==> src/rtl/pxf_pkg.sv <==
package pxf_pkg;

   // Engine control states
   typedef enum logic [1:0] {
      ST_IDLE = 2'd0,
      ST_WRAP = 2'd1,
      ST_PREP = 2'd2,
      ST_RUN  = 2'd3
   } pxf_state_e;

   // Largest legal depth code (2^5 = 32 bits per pixel)
   localparam int unsigned LG_MAX = 5;

   // Bits per memory word, as a shift
   localparam int unsigned WORD_SH = 5;

endpackage

==> src/rtl/pxf_desc_table.sv <==
module pxf_desc_table #(
   parameter int unsigned ID_W   = 4,
   parameter int unsigned MAX_ID = 11,
   parameter int unsigned DIM_W  = 8,
   parameter int unsigned ADDR_W = 24
) (
   input  logic              clk,
   input  logic              rst_n,
   input  logic              def_we,
   input  logic              def_keep,
   input  logic [ID_W-1:0]   def_id,
   input  logic [DIM_W-1:0]  def_w,
   input  logic [DIM_W-1:0]  def_h,
   input  logic [2:0]        def_lg,
   input  logic [ADDR_W-1:0] def_base,
   input  logic [ID_W-1:0]   rd_id,
   output logic              rd_hit,
   output logic [DIM_W-1:0]  rd_w,
   output logic [DIM_W-1:0]  rd_h,
   output logic [2:0]        rd_lg,
   output logic [DIM_W-1:0]  rd_sw,
   output logic [ADDR_W-1:0] rd_base
);

   localparam int unsigned NUM_IDS = MAX_ID + 1;
   localparam int unsigned IDX_W   = $clog2(NUM_IDS);
   localparam int unsigned SWW     = DIM_W + 6;

   logic              v_q    [NUM_IDS];
   logic [DIM_W-1:0]  w_q    [NUM_IDS];
   logic [DIM_W-1:0]  h_q    [NUM_IDS];
   logic [2:0]        lg_q   [NUM_IDS];
   logic [DIM_W-1:0]  sw_q   [NUM_IDS];
   logic [ADDR_W-1:0] base_q [NUM_IDS];

   logic             wr_in_range, rd_in_range;
   logic [IDX_W-1:0] wr_idx, rd_idx;
   logic [DIM_W-1:0] sw_new;

   assign wr_in_range = (def_id <= ID_W'(MAX_ID));
   assign rd_in_range = (rd_id  <= ID_W'(MAX_ID));
   assign wr_idx      = wr_in_range ? IDX_W'(def_id) : '0;
   assign rd_idx      = rd_in_range ? IDX_W'(rd_id)  : '0;

   // Words per row: rows start word-aligned, so round the bit count up
   assign sw_new = DIM_W'(((SWW'(def_w) << def_lg) + SWW'(31)) >> pxf_pkg::WORD_SH);

   always_ff @(posedge clk or negedge rst_n) begin
      if (!rst_n) begin
         for (int i = 0; i < int'(NUM_IDS); i++) begin
            v_q[i]    <= 1'b0;
            w_q[i]    <= '0;
            h_q[i]    <= '0;
            lg_q[i]   <= '0;
            sw_q[i]   <= '0;
            base_q[i] <= '0;
         end
      end else if (def_we && wr_in_range) begin
         v_q[wr_idx]    <= def_keep;
         w_q[wr_idx]    <= def_w;
         h_q[wr_idx]    <= def_h;
         lg_q[wr_idx]   <= def_lg;
         sw_q[wr_idx]   <= sw_new;
         base_q[wr_idx] <= def_base;
      end
   end

   assign rd_hit  = rd_in_range && v_q[rd_idx] && (w_q[rd_idx] != '0) && (h_q[rd_idx] != '0);
   assign rd_w    = w_q[rd_idx];
   assign rd_h    = h_q[rd_idx];
   assign rd_lg   = lg_q[rd_idx];
   assign rd_sw   = sw_q[rd_idx];
   assign rd_base = base_q[rd_idx];

endmodule

==> src/rtl/pxf_mod_reduce.sv <==
module pxf_mod_reduce #(
   parameter int unsigned VAL_W = 11,
   parameter int unsigned MOD_W = 8
) (
   input  logic             clk,
   input  logic             rst_n,
   input  logic             load,
   input  logic [VAL_W-1:0] val,
   input  logic [MOD_W-1:0] modulus,
   output logic [MOD_W-1:0] res,
   output logic             settled
);

   logic [VAL_W-1:0] r_q;

   // One subtraction per cycle until the value drops below the modulus
   assign settled = (r_q < VAL_W'(modulus));
   assign res     = r_q[MOD_W-1:0];

   always_ff @(posedge clk or negedge rst_n) begin
      if (!rst_n) begin
         r_q <= '0;
      end else if (load) begin
         r_q <= val;
      end else if (!settled) begin
         r_q <= r_q - VAL_W'(modulus);
      end
   end

endmodule

==> src/rtl/pxf_walker.sv <==
module pxf_walker #(
   parameter int unsigned DIM_W   = 8,
   parameter int unsigned COORD_W = 11,
   parameter int unsigned ADDR_W  = 24,
   parameter int unsigned PITCH   = 640
) (
   input  logic               clk,
   input  logic               rst_n,
   input  logic               load,
   input  logic [DIM_W-1:0]   px0,
   input  logic [DIM_W-1:0]   py0,
   input  logic [DIM_W-1:0]   pw,
   input  logic [DIM_W-1:0]   ph,
   input  logic [DIM_W-1:0]   sw,
   input  logic [2:0]         lg,
   input  logic [ADDR_W-1:0]  base,
   input  logic [COORD_W-1:0] dst_x,
   input  logic [COORD_W-1:0] dst_y,
   input  logic [COORD_W-1:0] w,
   input  logic [COORD_W-1:0] h,
   output logic               active,
   output logic [ADDR_W-1:0]  rd_addr,
   output logic [4:0]         rd_bit,
   output logic [ADDR_W-1:0]  wr_addr,
   output logic               last
);

   localparam int unsigned BW = DIM_W + 5;

   logic               act_q;
   logic [COORD_W-1:0] cx_q, cy_q;
   logic [DIM_W-1:0]   px_q, py_q, wofs_q;
   logic [4:0]         bit_q;
   logic [ADDR_W-1:0]  row_base_q, wr_q, wr_row_q;

   logic [BW-1:0]     bits0;
   logic [ADDR_W-1:0] row_scaled, wr_row0;
   logic [5:0]        step6, nbit;
   logic              col_end, row_end, px_end, py_end;

   // Bit position of the row's first pixel: column times bits per pixel
   assign bits0 = BW'(px0) << lg;

   // Screen row address: a shift when the pitch allows it, a product otherwise
   if ((PITCH & (PITCH - 1)) == 0) begin : g_pitch_shift
      localparam int unsigned PSH = $clog2(PITCH);
      assign row_scaled = ADDR_W'(dst_y) << PSH;
   end else begin : g_pitch_mult
      assign row_scaled = ADDR_W'(dst_y) * ADDR_W'(PITCH);
   end
   assign wr_row0 = row_scaled + ADDR_W'(dst_x);

   assign step6   = 6'd1 << lg;
   assign nbit    = {1'b0, bit_q} + step6;
   assign col_end = (cx_q == w - COORD_W'(1));
   assign row_end = (cy_q == h - COORD_W'(1));
   assign px_end  = (px_q == pw - DIM_W'(1));
   assign py_end  = (py_q == ph - DIM_W'(1));

   assign active  = act_q;
   assign last    = act_q && col_end && row_end;
   assign rd_addr = row_base_q + ADDR_W'(wofs_q);
   assign rd_bit  = bit_q;
   assign wr_addr = wr_q;

   always_ff @(posedge clk or negedge rst_n) begin
      if (!rst_n) begin
         act_q      <= 1'b0;
         cx_q       <= '0;
         cy_q       <= '0;
         px_q       <= '0;
         py_q       <= '0;
         wofs_q     <= '0;
         bit_q      <= '0;
         row_base_q <= '0;
         wr_q       <= '0;
         wr_row_q   <= '0;
      end else if (load) begin
         act_q      <= 1'b1;
         cx_q       <= '0;
         cy_q       <= '0;
         px_q       <= px0;
         py_q       <= py0;
         wofs_q     <= DIM_W'(bits0 >> pxf_pkg::WORD_SH);
         bit_q      <= bits0[4:0];
         row_base_q <= base + ADDR_W'(py0) * ADDR_W'(sw);
         wr_q       <= wr_row0;
         wr_row_q   <= wr_row0;
      end else if (act_q) begin
         if (col_end && row_end) begin
            act_q <= 1'b0;
         end else if (col_end) begin
            // next destination row: pixmap column returns to the row start
            cx_q     <= '0;
            cy_q     <= cy_q + COORD_W'(1);
            px_q     <= px0;
            wofs_q   <= DIM_W'(bits0 >> pxf_pkg::WORD_SH);
            bit_q    <= bits0[4:0];
            wr_q     <= wr_row_q + ADDR_W'(PITCH);
            wr_row_q <= wr_row_q + ADDR_W'(PITCH);
            if (py_end) begin
               py_q       <= '0;
               row_base_q <= base;
            end else begin
               py_q       <= py_q + DIM_W'(1);
               row_base_q <= row_base_q + ADDR_W'(sw);
            end
         end else begin
            cx_q <= cx_q + COORD_W'(1);
            wr_q <= wr_q + ADDR_W'(1);
            if (px_end) begin
               px_q   <= '0;
               wofs_q <= '0;
               bit_q  <= '0;
            end else begin
               px_q <= px_q + DIM_W'(1);
               if (nbit[5]) begin
                  wofs_q <= wofs_q + DIM_W'(1);
                  bit_q  <= '0;
               end else begin
                  bit_q <= nbit[4:0];
               end
            end
         end
      end
   end

endmodule

==> src/rtl/pxf_engine.sv <==
module pxf_engine
   import pxf_pkg::*;
#(
   parameter int unsigned ID_W    = 4,
   parameter int unsigned MAX_ID  = 11,
   parameter int unsigned DIM_W   = 8,
   parameter int unsigned COORD_W = 11,
   parameter int unsigned ADDR_W  = 24,
   parameter int unsigned PITCH   = 640
) (
   input  logic               clk,
   input  logic               rst_n,
   input  logic               def_we,
   input  logic               def_keep,
   input  logic [ID_W-1:0]    def_id,
   input  logic [DIM_W-1:0]   def_w,
   input  logic [DIM_W-1:0]   def_h,
   input  logic [2:0]         def_lg,
   input  logic [ADDR_W-1:0]  def_base,
   input  logic [2:0]         scr_lg,
   input  logic               cmd_valid,
   output logic               cmd_ready,
   input  logic               cmd_copy,
   input  logic [ID_W-1:0]    cmd_id,
   input  logic [COORD_W-1:0] cmd_src_x,
   input  logic [COORD_W-1:0] cmd_src_y,
   input  logic [COORD_W-1:0] cmd_dst_x,
   input  logic [COORD_W-1:0] cmd_dst_y,
   input  logic [COORD_W-1:0] cmd_w,
   input  logic [COORD_W-1:0] cmd_h,
   output logic               out_valid,
   output logic [ADDR_W-1:0]  out_rd_addr,
   output logic [4:0]         out_rd_bit,
   output logic [ADDR_W-1:0]  out_wr_addr,
   output logic               cmd_done,
   output logic               cmd_reject
);

   // Elaboration-time parameter checks
   if (MAX_ID < 1 || MAX_ID >= (1 << ID_W)) begin : g_bad_max_id
      $error("MAX_ID must lie in 1 .. 2**ID_W-1");
   end
   if (DIM_W > COORD_W) begin : g_bad_dim
      $error("DIM_W must not exceed COORD_W");
   end
   if (PITCH < 1 || ADDR_W < COORD_W) begin : g_bad_geom
      $error("PITCH must be positive and ADDR_W at least COORD_W");
   end

   pxf_state_e state_q;

   logic              tab_hit;
   logic [DIM_W-1:0]  tab_w, tab_h, tab_sw;
   logic [2:0]        tab_lg;
   logic [ADDR_W-1:0] tab_base;

   logic [DIM_W-1:0]   pw_q, ph_q, sw_q;
   logic [2:0]         lg_q;
   logic [ADDR_W-1:0]  base_q;
   logic [COORD_W-1:0] dx_q, dy_q, w_q, h_q;
   logic               done_q, rej_q;

   logic               idle, bad, empty, red_load;
   logic [COORD_W-1:0] start_x, start_y;
   logic [DIM_W-1:0]   px0, py0;
   logic               sx_ok, sy_ok, walk_last;

   pxf_desc_table #(
      .ID_W   (ID_W),
      .MAX_ID (MAX_ID),
      .DIM_W  (DIM_W),
      .ADDR_W (ADDR_W)
   ) u_table (
      .clk      (clk),
      .rst_n    (rst_n),
      .def_we   (def_we),
      .def_keep (def_keep),
      .def_id   (def_id),
      .def_w    (def_w),
      .def_h    (def_h),
      .def_lg   (def_lg),
      .def_base (def_base),
      .rd_id    (cmd_id),
      .rd_hit   (tab_hit),
      .rd_w     (tab_w),
      .rd_h     (tab_h),
      .rd_lg    (tab_lg),
      .rd_sw    (tab_sw),
      .rd_base  (tab_base)
   );

   assign idle      = (state_q == ST_IDLE);
   assign cmd_ready = idle;
   assign bad       = !tab_hit || (tab_lg != scr_lg);
   assign empty     = (cmd_w == '0) || (cmd_h == '0);
   assign red_load  = idle && cmd_valid && !bad && !empty;
   // tile mode anchors the pixmap to the screen, copy mode to the given origin
   assign start_x   = cmd_copy ? cmd_src_x : cmd_dst_x;
   assign start_y   = cmd_copy ? cmd_src_y : cmd_dst_y;

   pxf_mod_reduce #(.VAL_W(COORD_W), .MOD_W(DIM_W)) u_red_x (
      .clk     (clk),
      .rst_n   (rst_n),
      .load    (red_load),
      .val     (start_x),
      .modulus (pw_q),
      .res     (px0),
      .settled (sx_ok)
   );

   pxf_mod_reduce #(.VAL_W(COORD_W), .MOD_W(DIM_W)) u_red_y (
      .clk     (clk),
      .rst_n   (rst_n),
      .load    (red_load),
      .val     (start_y),
      .modulus (ph_q),
      .res     (py0),
      .settled (sy_ok)
   );

   pxf_walker #(
      .DIM_W   (DIM_W),
      .COORD_W (COORD_W),
      .ADDR_W  (ADDR_W),
      .PITCH   (PITCH)
   ) u_walk (
      .clk     (clk),
      .rst_n   (rst_n),
      .load    (state_q == ST_PREP),
      .px0     (px0),
      .py0     (py0),
      .pw      (pw_q),
      .ph      (ph_q),
      .sw      (sw_q),
      .lg      (lg_q),
      .base    (base_q),
      .dst_x   (dx_q),
      .dst_y   (dy_q),
      .w       (w_q),
      .h       (h_q),
      .active  (out_valid),
      .rd_addr (out_rd_addr),
      .rd_bit  (out_rd_bit),
      .wr_addr (out_wr_addr),
      .last    (walk_last)
   );

   always_ff @(posedge clk or negedge rst_n) begin
      if (!rst_n) begin
         state_q <= ST_IDLE;
         done_q  <= 1'b0;
         rej_q   <= 1'b0;
         pw_q    <= '0;
         ph_q    <= '0;
         sw_q    <= '0;
         lg_q    <= '0;
         base_q  <= '0;
         dx_q    <= '0;
         dy_q    <= '0;
         w_q     <= '0;
         h_q     <= '0;
      end else begin
         done_q <= 1'b0;
         rej_q  <= 1'b0;
         unique case (state_q)
            ST_IDLE: begin
               if (cmd_valid) begin
                  if (bad) begin
                     rej_q <= 1'b1;
                  end else if (empty) begin
                     done_q <= 1'b1;
                  end else begin
                     pw_q    <= tab_w;
                     ph_q    <= tab_h;
                     sw_q    <= tab_sw;
                     lg_q    <= tab_lg;
                     base_q  <= tab_base;
                     dx_q    <= cmd_dst_x;
                     dy_q    <= cmd_dst_y;
                     w_q     <= cmd_w;
                     h_q     <= cmd_h;
                     state_q <= ST_WRAP;
                  end
               end
            end
            ST_WRAP: begin
               if (sx_ok && sy_ok) state_q <= ST_PREP;
            end
            ST_PREP: state_q <= ST_RUN;
            ST_RUN: begin
               if (walk_last) begin
                  done_q  <= 1'b1;
                  state_q <= ST_IDLE;
               end
            end
            default: state_q <= ST_IDLE;
         endcase
      end
   end

   assign cmd_done   = done_q;
   assign cmd_reject = rej_q;

endmodule

==> config.mk <==
export PLATFORM = sky130hd
export DESIGN_NAME = pxf_engine
export DESIGN_NICKNAME = d
export VERILOG_FILES = /design/src/rtl/pxf_pkg.sv /design/src/rtl/pxf_desc_table.sv /design/src/rtl/pxf_mod_reduce.sv /design/src/rtl/pxf_walker.sv /design/src/rtl/pxf_engine.sv
export SDC_FILE = /design/constraint.sdc
export NUM_CORES = 2
export LEC_CHECK = 0
export CAP_MARGIN = 10
export CORE_MARGIN = 1.5
export CORE_UTILIZATION = 56
export CTS_CLUSTER_SIZE = 25
export DETAILED_ROUTE_END_ITERATION = 7
export GPL_TIMING_DRIVEN = 0
export PLACE_DENSITY = 0.81
export RECOVER_POWER = 100
export SYNTH_ARGS = -nofsm -noshare
export SYNTH_HDL_FRONTEND = slang
export SYNTH_SLANG_ARGS = --single-unit
==> constraint.sdc <==
create_clock -name clk -period 4.58 [get_ports clk]
set_clock_uncertainty 0.2 [all_clocks]
set_input_delay 0.916 -clock clk [delete_from_list [all_inputs] [get_ports clk]]
set_output_delay 0.916 -clock clk [all_outputs]
set_load 0.05 [all_outputs]
# Yosys cells after proc, flatten, opt, wreduce, memory -nomap -nowiden
# Cells that the tools add are included.
word_totals:
  reg_bits: 869
op_classes:
  add_sub_neg: 19
  n_mul: 2
  n_lt_le_gt_ge: 7
  eq_ne: 16
  n_shift: 3
  muxes: 100
  bitwise_logic: 4
  reduce_logical: 30
ops:
  columns: ["cell", "count"]
  rows:
  - ["2-to-1 mux 24 bit", 16]
  - ["bitwise mux 288 bit", 1]
  - ["bitwise mux 96 bit", 3]
  - ["2-to-1 mux 8 bit", 23]
  - ["2-to-1 mux 11 bit", 14]
  - ["binary-select mux 24 bit (select 4 bit)", 1]
  - ["binary-select mux 8 bit (select 4 bit)", 3]
  - ["demux 24 bit (select 4 bit)", 1]
  - ["adder 24 x 8 -> 24 bit", 2]
  - ["bitwise mux 36 bit", 1]
  - ["demux 8 bit (select 4 bit)", 1]
  - ["2-to-1 mux 5 bit", 6]
  - ["left shift 8 x 3 -> 13 bit", 2]
  - ["adder 24 x 1 -> 24 bit (second input constant)", 1]
  - ["adder 24 x 10 -> 24 bit (second input constant)", 1]
  - ["adder 24 x 16 -> 24 bit", 1]
  - ["adder 8 x 1 -> 8 bit (second input constant)", 3]
  - ["adder 11 x 1 -> 11 bit (second input constant)", 2]
  - ["adder 21 x 11 -> 22 bit", 1]
  - ["equality test 11 bit", 2]
  - ["zero test 11 bit", 2]
  - ["< comparator 11 x 8 -> 1 bit", 2]
  - ["subtractor 11 x 1 -> 11 bit (second input constant)", 2]
  - ["subtractor 11 x 8 -> 11 bit", 2]
  - ["39 further kinds", 88]

# Longest topological paths before layout
depth:
  word_depth: 15
  ltp_mapped: 21
  mapped_depth_nobuf: 20

# Cells and area by module
# A second synthesis with hierarchy kept.
unflattened:
  hier_cells: 5679
  hier_area_um2: 49333.6
by_module_without_submodules:
  columns: ["module", "n_inst", "cells_per_inst", "area_each_um2", "seq_area_each_um2"]
  rows:
  - ["pxf_desc_table", 1, 3506, 29049.1, 15615.0]
  - ["pxf_walker", 1, 1672, 13832.0, 3103.0]
  - ["pxf_engine", 1, 273, 4335.4, 2477.4]
  - ["pxf_mod_reduce", 2, 114, 1058.5, 275.3]

# Least setup slack after synthesis
# Ideal clock, no wire load.
synth_path:
  kind: "register to register"
  from: "register u_red_y.r_q[1]"
  to: "register u_walk.row_base_q[23]"
  setup_ns: 0.136
  t_arrival_ns: 4.626
  required_time_ns: 4.244
  setup_slack_ns: -0.382
  stages_incl_launch_ff: 19
  synth_period_minus_slack_ns: 4.962
  path_cell_list: "dfrtp_1 clkbuf_1 and2_1 fa_1 fa_1 fa_1 inv_1 fa_1 inv_1 ha_1 o21a_1 o21ai_0 a21oi_1 o31ai_1 a21oi_1 a211o_1 nand4_1 xor2_1 o21ai_0"
synth_via:
  elab_chain_len: 3
synth_rtl:
  columns: ["item", "line_no", "rtl"]
  rows:
  - ["start: declaration", "pxf_mod_reduce.sv:14", "logic [VAL_W-1:0] r_q;"]
  - ["start signal: assignment", "pxf_mod_reduce.sv:24", "r_q <= val;"]
  - ["start signal: assignment", "pxf_mod_reduce.sv:26", "r_q <= r_q - VAL_W'(modulus);"]
  - ["multiplier 8 x 8 -> 16 bit", "pxf_walker.sv:86", "row_base_q <= base + ADDR_W'(py0) * ADDR_W'(sw);"]
  - ["adder 24 x 16 -> 24 bit", "pxf_walker.sv:86", null]
  - ["2-to-1 mux 24 bit", "pxf_walker.sv:78", "end else if (load) begin"]
  - ["end signal: assignment", "pxf_walker.sv:86", null]
  - ["end signal: assignment", "pxf_walker.sv:103", "row_base_q <= base;"]
  - ["end signal: assignment", "pxf_walker.sv:106", "row_base_q <= row_base_q + ADDR_W'(sw);"]
  - ["end: declaration", "pxf_walker.sv:34", "logic [ADDR_W-1:0] row_base_q, wr_q, wr_row_q;"]
# No other way between the ends.
# A chain may end at the register's enable or synchronous reset.

# Worst setup path after layout
layout_path:
  from: "input cmd_id[0]"
  to: "register base_q[1]"
layout_via:
  elab_chain_len: 13
layout_rtl:
  columns: ["item", "line_no", "rtl"]
  rows:
  - ["start: declaration", "pxf_engine.sv:24", "input logic [ID_W-1:0] cmd_id,"]
  - ["<= comparator 4 bit", "pxf_desc_table.sv:41", "assign rd_in_range = (rd_id <= ID_W'(MAX_ID));"]
  - ["2-to-1 mux 4 bit", "pxf_desc_table.sv:43", "assign rd_idx = rd_in_range ? IDX_W'(rd_id) : '0;"]
  - ["inverter 4 -> 5 bit (not written as such)", "pxf_desc_table.sv:68, pxf_desc_table.sv:71, pxf_desc_table.sv:73", null]
  - ["binary-select mux 8 bit (select 4 bit) or binary-select mux 1 bit (select 4 bit) (tied branches)", "pxf_desc_table.sv:68", "assign rd_hit = rd_in_range && v_q[rd_idx] && (w_q[rd_idx] != '0) && (h_q[rd_idx] != '0);"]
  - ["2-to-1 mux 8 bit (not written as such) or 2-to-1 mux 1 bit (tied branches) (2 in a row)", "pxf_desc_table.sv:68", null]
  - ["nonzero test 8 bit or logical AND 1 bit (tied branches)", "pxf_desc_table.sv:68", null]
  - ["logical AND 1 bit (2 in a row)", "pxf_desc_table.sv:68", null]
  - ["zero test 1 bit", "pxf_engine.sv:94", "assign bad = !tab_hit || (tab_lg != scr_lg);"]
  - ["logical OR 1 bit", "pxf_engine.sv:94", null]
  - ["inverter 1 bit (no source line)", null, null]
  - ["AND reduction 4 bit (no source line)", null, null]
  - ["end signal: assignment", "pxf_engine.sv:177", "base_q <= tab_base;"]
  - ["end: declaration", "pxf_engine.sv:59", "logic [ADDR_W-1:0] base_q;"]
# Parallel ways exist; a longest one is shown, timed or not. The select of a mux whose other input is x is not followed.

==> qor.csv <==
stage;metric;value;unit
timing;clock.fmax;197;MHz
clock_network;clk_pin_slew_worst_paths;0.06;ns
logic_synthesis;synthArstFlopShare;100;%
logic_synthesis;yosys_warnings;0;
setup_path;critPathCaptureType;flop;
die;core;84000;sq um
setup_path;cp_data_arrival_time;5.43;ns
pwr;totalPowerFinal;20.9;mW
timing;worst_slew_pin_slew;2.15;ns
clock_network;numCtsBuffers;92;
outcome;status;finished, violations left;
outcome;violations;max-capacitance violations, max-slew violations, negative setup slack;
flow_run;maxCapViolCount;2;
setup_path;worstSetupStartpointType;input pin;
clock_network;cts_tree;yes;
setup_path;cpMaxStageDelayCell;clkbuf_1;
logic_synthesis;ys_ff_latch;869;
timing;drv_slew;189;
worst_hold_path;holdCritPathClass;flop to flop;
detailed_routing;remaining_drc_errors;0;
placement;routabilityCongestion;0.992;
layout;fillCellCount;6179;
layout;nNetsFinal;5098;
clock_network;cts_buffer_depth;3;
detailed_routing;ant_nets;0;
timing;fin_crit_sh;111;%
setup_path;path_class;input pin to flop;
layout;drive_gt1_share;22.9;%
logic_synthesis;synth.most_common_cell;dfrtp_1;
grt;grt_use_total;35.0;%
detailed_routing;routed_wl;154000;um
setup_path;path_delay_family;buffers and inverters;
detailed_routing;routed-via-count;39000;
grt;gr-total-overflow;0;
grt;grt_start_max_net_pins;126;
setup_path;crit_required;4.92;ns
grt;antenna_found_initial;8;
die;die_area;86800;sq um
logic_synthesis;yosysTopAreaCellShare;45.7;%
clock_network;root_buffer;clkbuf_16;
detailed_routing;firstDrtPassIters;8;
logic_synthesis;syn_inst;4468;
grt;grt_pass1_vias;38800;
pwr;power_density;378;nW/um^2
detailed_routing;route.detailed.wl_per_inst;25.6;um
placement;post-place-ws;-1.90;ns
timing;rsz0062_at_grt;true;
timing;fin_crit;5.09;ns
logic_synthesis;synth_edf_count;0;
timing;hold_viol;0;
timing;setup_viol;134;
setup_path;cp_max_fo;10;
timing;timing.hold.ws;0.276;ns
detailed_routing;initialDrtViolationCount;4436;
die;start_util;56.7;%
placement;dp_cells;5787;
setup_path;critPathBufInv;7;
placement;io_buffers;177;
logic_synthesis;syn-cell-area;47600;sq um
layout;post_layout_nonfiller_instances;6007;
setup_path;max_stage_delay;0.71;ns
grt;grt_pass1_wl;230000;um
clock_network;clkSinkCount;869;
pwr;leakage;24.6;nW
logic_synthesis;avgSynthCellArea;10.7;sq um
clock_network;insertion_delay;0.69;ns
logic_synthesis;yosysSeqAreaShare;45.7;%
placement;place_hpwl;104000;um
logic_synthesis;synth_ff_type;dfrtp_1;
pwr;ir_worst_vdd;0.376;mV
logic_synthesis;syn_nets;4769;
clock_network;hold_buffers;0;
die;ioPinCount;183;
logic_synthesis;synthDistinctLibCells;90;
die;rows;106;
logic_synthesis;synth.area.top_cells;dfrtp_1, mux2_2, nand2_1, ha_1, o21ai_0;
clock_network;htreeDepth;3;
die;die_w;295;um
timing;slew_headroom;-43.3;%
setup_path;worstPathCellList;buf_2 -> buf_4 -> buf_2 -> clkbuf_1 -> mux4_2 -> a22oi_1 -> o211ai_1 -> nor4b_1 -> a211oi_4 -> and4_1 -> buf_4 -> buf_8 -> buf_6 -> mux2i_1;
timing;tns;-44.52;ns
detailed_routing;via_per_inst;6.49;
layout;syn2layout_area_growth;16.0;%
timing;setup_ws;-0.505;ns
logic_synthesis;synth_common_cells;dfrtp_1, mux2_2, nand2_1, o21ai_0, clkbuf_1;
die;die_h;295;um
logic_synthesis;synth_top_area_cell;dfrtp_1;
per-stage QoR:
stage | util, % | instance area, sq um
4_1_cts | 65.5 | 55000
5_1_grt | 65.8 | 55200
3_3_place_gp | 60.7 | 51000
6_report | 65.8 | 55200
3_5_place_dp | 61.0 | 51200
2_1_floorplan | - | 47800
cells in the final DEF (no fill, tap or decap), drive strengths merged, types with 10 or more instances in the layout:
master | Yosys | final
nor2b | 34 | 34
dfrtp | 869 | 869
and3 | 40 | 40
o21a | 20 | 20
buf | 73 | 121
nand2 | 491 | 491
nor3 | 64 | 64
xor2 | 66 | 66
nor4 | 16 | 16
a21boi | 17 | 17
fa | 57 | 57
o211ai | 16 | 16
a22o | 10 | 10
clkbuf | 251 | 414
o31ai | 20 | 20
a22oi | 13 | 13
a21oi | 150 | 150
a211oi | 26 | 26
mux2i | 108 | 108
inv | 183 | 183
o22ai | 25 | 25
nand3 | 79 | 79
clkdlybuf4s50 | 0 | 116
o21ai | 258 | 258
mux2 | 671 | 671
mux4 | 24 | 24
a31oi | 131 | 131
dlygate4sd3 | 0 | 40
ha | 118 | 118
clkinv | 4 | 30
and2 | 45 | 45
xnor2 | 89 | 89
a21o | 15 | 15
nand2b | 26 | 26
nor2 | 168 | 168
o221ai | 105 | 105
or3 | 36 | 36
nand4 | 22 | 22
logic make-up (layout without fill, tap and decap cells):
family | Yosys count | count (layout) | share of synthesized area [%]
simple gates | 1075 | 1075 | 10.5
other cells | 0 | 1 | 0
fa+ha+maj | 176 | 176 | 5.52
compound gates | 879 | 879 | 11.9
xor+xnor | 155 | 155 | 2.85
buf+inv | 511 | 915 | 4.22
mux | 803 | 803 | 19.3
flops | 869 | 869 | 45.7
path summary, 6_finish.rpt:
check                                             from                                 to  slack [ns]  cells after the start
max in group asynchronous                        rst_n     u_table.base_q[21]$_DFFE_PN0P_        0.34                      4
min in group asynchronous                        rst_n                 w_q[3]$_DFFE_PN0P_        0.64                      1
hold reg to reg            u_table.lg_q[8]$_DFFE_PN0P_        u_table.lg_q[8]$_DFFE_PN0P_        0.28                      2
hold / removal             u_table.lg_q[8]$_DFFE_PN0P_        u_table.lg_q[8]$_DFFE_PN0P_        0.28                      2
setup reg to reg            u_red_y.r_q[2]$_DFFE_PN0P_  u_walk.row_base_q[20]$_DFFE_PN0P_       -0.35                     20
setup / recovery                             cmd_id[0]              base_q[1]$_DFFE_PN0P_       -0.51                     14
worst min-delay path: stages (launching register included):
cell     delay (ns)
dfrtp_1        0.34
nand2_1        0.04
o21ai_0        0.06
metal layers:
layer,vias up,GRT usage (%),part of all wire (%)
met3,600,8.11,11
met2,2365,55.4,46
met5,-,0.454,0.049
met4,8,19.8,6.1
met1,19400,44.2,37
li1,16600,-,-
registers in the layout (all words and copies together), names as in the netlist, 24 cells and up:
register	flops
base_q	24
u_walk.row_base_q	24
u_table.w_q	96
u_walk.wr_addr	24
u_walk.wr_row_q	24
u_table.sw_q	96
u_table.lg_q	36
u_table.h_q	96
u_table.base_q	288
final cells by class:
class                           instances  area, sq um  area share [%]
Clock buffer                          135         2740            4.95
Timing Repair Buffer                  236         2310            4.18
Clock inverter                         34          493           0.893
Buffer                                323         1500            2.71
Antenna cell                            1         2.50         0.00453
Tap cell                             1134         1420            2.57
Sequential cell                       869        21800            39.4
Inverter                              187          703            1.27
Multi-Input combinational cell       3088        24300            44.0
power breakdown:
part | internal (mW) | total (mW) | switching, mW | leakage (nW)
Combinational | 1.55 | 3.10 | 1.55 | 12.2
Sequential | 9.07 | 9.85 | 0.782 | 10.8
Clock | 4.62 | 7.90 | 3.29 | 1.59
repair_timing:
item / CTS / global route
setup buffers: 32 / 14
cloned: 2 / 2
gates resized for setup: 169 / 85
pin swaps: 34 / 25
endpoints found under the setup margin: 150 / 164
Power figures use the tool's default switching activity.
